## config.mk

```make
export PLATFORM = sky130hd
export DESIGN_NAME = tlb_lru_buffer
export DESIGN_NICKNAME = d
export VERILOG_FILES = /design/src/rtl/tlb_pkg.sv /design/src/rtl/tlb_tag_match.sv /design/src/rtl/tlb_victim.sv /design/src/rtl/tlb_age_bank.sv /design/src/rtl/tlb_lru_buffer.sv
export SDC_FILE = /design/constraint.sdc
export NUM_CORES = 1
export LEC_CHECK = 0
export BUFFER_PORTS_ARGS = -buffer_cell sky130_fd_sc_hd__clkbuf_2
export CAP_MARGIN = 20
export CELL_PAD_IN_SITES_DETAIL_PLACEMENT = 1
export CELL_PAD_IN_SITES_GLOBAL_PLACEMENT = 1
export CORE_MARGIN = 3
export CORE_UTILIZATION = 50
export DETAILED_ROUTE_END_ITERATION = 12
export HOLD_SLACK_MARGIN = 0.15
export PLACE_DENSITY = 0.85
export REMOVE_ABC_BUFFERS = 1
export SETUP_SLACK_MARGIN = 0.3
export SLEW_MARGIN = 40
export SYNTH_ARGS = -nofsm -noshare
export SYNTH_HDL_FRONTEND = slang
export SYNTH_HIERARCHICAL = 1
export SYNTH_SLANG_ARGS = --single-unit
```

## constraint.sdc

```tcl
create_clock -name clk -period 10.4 [get_ports clk]
set_input_delay 0.52 -clock clk [delete_from_list [all_inputs] [get_ports clk]]
set_output_delay 0.52 -clock clk [all_outputs]
set_load 0.02 [all_outputs]
```

## src/rtl/tlb_pkg.sv

```systemverilog
package tlb_pkg;
  // Width of an index into n items, never below one bit.
  function automatic int unsigned idx_width(input int unsigned n);
    return (n > 1) ? $clog2(n) : 1;
  endfunction
endpackage

```

## src/rtl/tlb_tag_match.sv

```systemverilog
module tlb_tag_match #(
  parameter int WAYS   = 4,
  parameter int TAG_W  = 19,
  parameter int PPN_W  = 20,
  parameter int WAY_IW = 2
) (
  input  logic [WAYS-1:0]             row_valid,
  input  logic [WAYS-1:0][TAG_W-1:0]  row_tag,
  input  logic [WAYS-1:0][PPN_W-1:0]  row_ppn,
  input  logic [TAG_W-1:0]            key,
  output logic                        hit,
  output logic [WAYS-1:0]             hit_vec,
  output logic [WAY_IW-1:0]           hit_way,
  output logic [PPN_W-1:0]            hit_ppn
);
  always_comb begin
    hit_way = '0;
    hit_ppn = '0;
    for (int w = 0; w < WAYS; w++) begin
      hit_vec[w] = row_valid[w] && (row_tag[w] == key);
      if (hit_vec[w]) hit_way = hit_way | WAY_IW'(w);
      hit_ppn = hit_ppn | ({PPN_W{hit_vec[w]}} & row_ppn[w]);
    end
    hit = |hit_vec;
  end
endmodule

```

## src/rtl/tlb_victim.sv

```systemverilog
module tlb_victim #(
  parameter int WAYS   = 4,
  parameter int AGE_W  = 3,
  parameter int WAY_IW = 2
) (
  input  logic [WAYS-1:0]            row_valid,
  input  logic [WAYS-1:0][AGE_W-1:0] row_age,
  output logic [WAY_IW-1:0]          victim
);
  logic              found;
  logic [AGE_W-1:0]  min_age;
  logic [WAY_IW-1:0] min_way;

  always_comb begin
    found   = 1'b0;
    victim  = '0;
    min_age = row_age[0];
    min_way = '0;
    for (int w = 0; w < WAYS; w++) begin
      if (!found) begin
        if (!row_valid[w]) begin
          victim = WAY_IW'(w);
          found  = 1'b1;
        end else if (row_age[w] <= min_age) begin
          min_age = row_age[w];
          min_way = WAY_IW'(w);
        end
      end
    end
    if (!found) victim = min_way;
  end
endmodule

```

## src/rtl/tlb_age_bank.sv

```systemverilog
module tlb_age_bank #(
  parameter int WAYS   = 4,
  parameter int AGE_W  = 3,
  parameter int WAY_IW = 2
) (
  input  logic                        clk,
  input  logic                        rst,
  input  logic                        a_en,
  input  logic [WAY_IW-1:0]           a_way,
  input  logic                        b_en,
  input  logic [WAY_IW-1:0]           b_way,
  output logic [WAYS-1:0][AGE_W-1:0]  ages
);
  localparam logic [AGE_W-1:0] AGE_MAX = AGE_W'(WAYS);

  logic [WAYS-1:0][AGE_W-1:0] after_a, nxt;

  function automatic logic [WAYS-1:0][AGE_W-1:0] touch(
      input logic [WAYS-1:0][AGE_W-1:0] cur, input logic [WAY_IW-1:0] w);
    logic [WAYS-1:0][AGE_W-1:0] r;
    for (int i = 0; i < WAYS; i++)
      r[i] = (cur[i] != '0) ? cur[i] - 1'b1 : cur[i];
    r[w] = AGE_MAX;
    return r;
  endfunction

  always_comb begin
    after_a = a_en ? touch(ages, a_way) : ages;
    nxt     = b_en ? touch(after_a, b_way) : after_a;
  end

  always_ff @(posedge clk) begin
    if (rst) ages <= {WAYS{AGE_MAX}};
    else     ages <= nxt;
  end
endmodule

```

## src/rtl/tlb_lru_buffer.sv

```systemverilog
module tlb_lru_buffer import tlb_pkg::*; #(
  parameter int VA_W     = 32,
  parameter int OFFSET_W = 12,
  parameter int PPN_W    = 20,
  parameter int NUM_SETS = 2,
  parameter int WAYS     = 4
) (
  input  logic                                          clk,
  input  logic                                          rst,
  input  logic                                          lk_valid,
  input  logic [VA_W-1:0]                               lk_addr,
  output logic                                          out_valid,
  output logic                                          out_hit,
  output logic [PPN_W-1:0]                              out_ppn,
  input  logic                                          fill_en,
  input  logic [VA_W-1:0]                               fill_addr,
  input  logic [PPN_W-1:0]                              fill_ppn,
  input  logic                                          init_en,
  input  logic [idx_width(NUM_SETS)-1:0]                init_set,
  input  logic [idx_width(WAYS)-1:0]                    init_way,
  input  logic                                          init_valid,
  input  logic [VA_W-OFFSET_W-$clog2(NUM_SETS)-1:0]     init_tag,
  input  logic [PPN_W-1:0]                              init_ppn
);
  localparam int VPN_W  = VA_W - OFFSET_W;
  localparam int SET_W  = $clog2(NUM_SETS);
  localparam int TAG_W  = VPN_W - SET_W;
  localparam int SET_IW = idx_width(NUM_SETS);
  localparam int WAY_IW = idx_width(WAYS);
  localparam int AGE_W  = $clog2(WAYS + 1);
  localparam logic [VPN_W-1:0] SET_MASK = VPN_W'(NUM_SETS - 1);

  // Entry storage
  logic [NUM_SETS-1:0][WAYS-1:0] ent_v;
  logic [TAG_W-1:0] ent_tag [NUM_SETS][WAYS];
  logic [PPN_W-1:0] ent_ppn [NUM_SETS][WAYS];
  logic [NUM_SETS-1:0][WAYS-1:0][AGE_W-1:0] age_q;

  // Address split
  logic [VPN_W-1:0]  lk_vpn, f_vpn;
  logic [SET_IW-1:0] lk_set, f_set;
  logic [TAG_W-1:0]  lk_tag, f_tag;

  assign lk_vpn = lk_addr[VA_W-1:OFFSET_W];
  assign f_vpn  = fill_addr[VA_W-1:OFFSET_W];
  assign lk_set = SET_IW'(lk_vpn & SET_MASK);
  assign f_set  = SET_IW'(f_vpn & SET_MASK);
  assign lk_tag = TAG_W'(lk_vpn >> SET_W);
  assign f_tag  = TAG_W'(f_vpn >> SET_W);

  // Row selection
  logic [WAYS-1:0]             lk_row_v;
  logic [WAYS-1:0][TAG_W-1:0]  lk_row_tag;
  logic [WAYS-1:0][PPN_W-1:0]  lk_row_ppn;

  always_comb begin
    for (int w = 0; w < WAYS; w++) begin
      lk_row_v[w]   = ent_v[lk_set][w];
      lk_row_tag[w] = ent_tag[lk_set][w];
      lk_row_ppn[w] = ent_ppn[lk_set][w];
    end
  end

  logic              hit;
  logic [WAYS-1:0]   hit_vec;
  logic [WAY_IW-1:0] hit_way;
  logic [PPN_W-1:0]  hit_ppn;

  tlb_tag_match #(.WAYS(WAYS), .TAG_W(TAG_W), .PPN_W(PPN_W), .WAY_IW(WAY_IW)) u_match (
    .row_valid(lk_row_v), .row_tag(lk_row_tag), .row_ppn(lk_row_ppn), .key(lk_tag),
    .hit(hit), .hit_vec(hit_vec), .hit_way(hit_way), .hit_ppn(hit_ppn)
  );

  logic              fill_do, hit_do;
  logic [WAY_IW-1:0] victim;

  assign fill_do = fill_en && !init_en;
  assign hit_do  = lk_valid && hit;

  tlb_victim #(.WAYS(WAYS), .AGE_W(AGE_W), .WAY_IW(WAY_IW)) u_victim (
    .row_valid(ent_v[f_set]), .row_age(age_q[f_set]), .victim(victim)
  );

  // Age counters per set; none when direct-mapped
  for (genvar s = 0; s < NUM_SETS; s++) begin : g_set
    if (WAYS > 1) begin : g_age
      tlb_age_bank #(.WAYS(WAYS), .AGE_W(AGE_W), .WAY_IW(WAY_IW)) u_bank (
        .clk(clk), .rst(rst),
        .a_en(fill_do && (f_set == SET_IW'(s))), .a_way(victim),
        .b_en(hit_do && (lk_set == SET_IW'(s))), .b_way(hit_way),
        .ages(age_q[s])
      );
    end else begin : g_fixed
      assign age_q[s] = {WAYS{AGE_W'(WAYS)}};
    end
  end

  // Entry writes: preload wins over refill
  always_ff @(posedge clk) begin
    if (rst)          ent_v <= '0;
    else if (init_en) ent_v[init_set][init_way] <= init_valid;
    else if (fill_en) ent_v[f_set][victim] <= 1'b1;
  end

  always_ff @(posedge clk) begin
    if (init_en) begin
      ent_tag[init_set][init_way] <= init_tag;
      ent_ppn[init_set][init_way] <= init_ppn;
    end else if (fill_en) begin
      ent_tag[f_set][victim] <= f_tag;
      ent_ppn[f_set][victim] <= fill_ppn;
    end
  end

  // Registered lookup result
  always_ff @(posedge clk) begin
    if (rst) begin
      out_valid <= 1'b0;
      out_hit   <= 1'b0;
      out_ppn   <= '0;
    end else begin
      out_valid <= lk_valid;
      out_hit   <= hit_do;
      out_ppn   <= hit_do ? hit_ppn : '0;
    end
  end
endmodule

```

==> metrics.yaml <==
clocking:
  ctsResizeCount: 0
  cts-root-buf: "clkbuf_16"
  cts_setup_buffers: 0
  ctsHoldBuffers: 0
  cts_tree: "built"
  worst_skew_pair.late_latency_ps: 550
  h-tree-depth: 2
  cts_made_buffers: 41
  clkTransAtPathRegs_ps: 50
  cts_sinks: 366
  cts_buffer_depth: 3
worst_setup_path:
  cp_max_fo: 22
  reg2reg_depth: 26
  crit_path_frequent_cell: "ha_1"
  endpoint_kind: "register"
  rr_startpoint: "g_set[1].g_age.u_bank/ages[5]$_SDFF_PP1_"
  critPathRequiredTime_ps: 10860
  r2r-end: "g_set[1].g_age.u_bank/ages[4]$_SDFF_PP0_"
  cp.arrival_ps: 7030
  rrSetupSlack_ps: 4110
  criticalPathCategory: "in -> reg"
  crit_path_top_delay_cell: "a31oi_2"
  critPathLaunchType: "input port"
  startpoint: "fill_addr[12]"
  endpoint: "g_set[1].g_age.u_bank/ages[4]$_SDFF_PP0_"
  max_stage_delay_ps: 620
cells_and_area:
  layout-drive-gt1-share_pct: 30.3
  final_cells: 1978
  area_growth_pct: 13.2
  diodes: 0
  final_nets: 1667
power:
  powerDensity_nw_per_um2: 174
  ir_worst_vdd_mv: 0.139
  power_leakage_uw: 0.00750
  p_sw_uw: 826
  swShare_pct: 23.3
  p_seq_share_pct: 47.3
  p_int_uw: 2710
  pwr-share-clk_pct: 43.0
  pwr-share-comb_pct: 9.7
grt:
  grt_max_degree: 105
  track_usage_pct: 25.3
  grt-ovfl-total: 0
  antenna_found_initial: 0
  grt_pass1_wl_um: 75100
  grt_pass1_vias: 12800
floorplanning:
  rows: 68
  die_area_um2: 38300
  die_w_um: 196
  num_io_pins: 154
  fp.coreArea_um2: 35000
  start_util_pct: 51.4
  die_y_um: 196
sta:
  slew_headroom_pct: 46.4
  finalCritPeriodShare_pct: 63.2
  fmax_mhz: 152
  finClkSkew_ps: 33.9
  tns_ps: 0
  finalMaxSlewViolations: 0
  tightest_slew_ps: 804
  rsz0062_at_grt: "no"
  min_period_ps: 6570
  hold_viol: 0
  worst_slack_ps: 3830
  setup_viol: 0
logic_synthesis:
  ys_warn_count: 6
  synth_area_per_cell_um2: 13.1
  syn_inst: 1373
  synthesis.area_um2: 18000
drt:
  drt-pass1-iter-count: 5
  first_iter_violations: 801
  detail-route-antenna-nets: 0
  vias: 11700
  drc_errors: 0
  totalWireLength_um: 48600
  wl_per_cell_um: 24.6
  vias_per_cell: 5.89
placed_design:
  post-place-ws_ps: 3380
  portBuffers: 129
  dp.cells: 1900
  gp_congestion: 0.817
  hpwlAfterDp_um: 28900
flow_run:
  drv_cap: 0
outcome:
  status: "finished clean"
hold_path:
  hold_path_class: "in -> reg"
==> per-stage QoR <==
stage	hold slack (ps)	total power, uW	utilization, %	instance area [um2]
after floorplan	458	1900	-	17400
after global placement	488	2010	54.0	18900
after detailed placement	509	2030	54.0	18900
after CTS	275	3560	58.0	20300
after global routing	282	3650	58.2	20300
final	284	3540	58.2	20300
==> layout by cell type (no fill, tap or decap), types with 43 or more instances in the layout <==
cell type and n:
clkbuf_2 128, nand3_1 95, dfxtp_1 54, mux2_2 177, ha_1 45, xnor2_1 71
nand2_1 151, inv_1 49, edfxtp_1 312, nand4_1 43
==> worst min-delay path by stage <==
stage | start | to | slack, ps | cells past startpoint
after global routing | lk_valid | out_valid$_SDFF_PP0_ | 280 | 2
after detailed placement | ent_v[5]$_SDFFE_PP0P_ | ent_v[5]$_SDFFE_PP0P_ | 510 | 2
after floorplan | ent_v[6]$_SDFFE_PP0P_ | ent_v[6]$_SDFFE_PP0P_ | 460 | 2
final | lk_valid | out_valid$_SDFF_PP0_ | 280 | 2
after global placement | ent_v[6]$_SDFFE_PP0P_ | ent_v[6]$_SDFFE_PP0P_ | 490 | 2
after CTS | lk_valid | out_valid$_SDFF_PP0_ | 280 | 2
==> worst max-delay path, delay by kind of cell <==
kind	cells	cell delay [ps]
compound gates	8	2130
fa+ha+maj	4	1120
buf+inv	3	960
mux	3	900
simple gates	9	1350
==> registers in the layout, summed over array words and instances (netlist names) <==
name	flops
ent_tag	152
ent_ppn	160
out_valid	1
g_set.g_age.u_bank/ages	24
ent_v	8
out_ppn	20
out_hit	1
==> metal layers <==
metal | vias up | track usage [%] | wire, um
met2 | 369 | 45.7 | 25200
met5 | - | 0 | 0
met1 | 5943 | 31.4 | 19500
met3 | 107 | 3.50 | 2420
met4 | 0 | 8.34 | 1500
li1 | 5239 | - | -
==> final cells by class <==
class                      count  area [um2]
tap                          455         569
multi-input combinational    877        6850
inverter                      52         200
clock buffer                  59        1140
fill                        3443       14600
clock inverter                17         263
sequential                   366       10500
timing repair buffer         152         868
==> power groups by stage <==
stage | clock network, uW | logic [uW] | registers, uW
after floorplan | 0 | 205 | 1700
after global placement | 0 | 308 | 1700
after detailed placement | 0 | 329 | 1700
after CTS | 1540 | 338 | 1680
after global routing | 1600 | 374 | 1680
final | 1520 | 342 | 1670
Power figures use the tool's default switching activity.
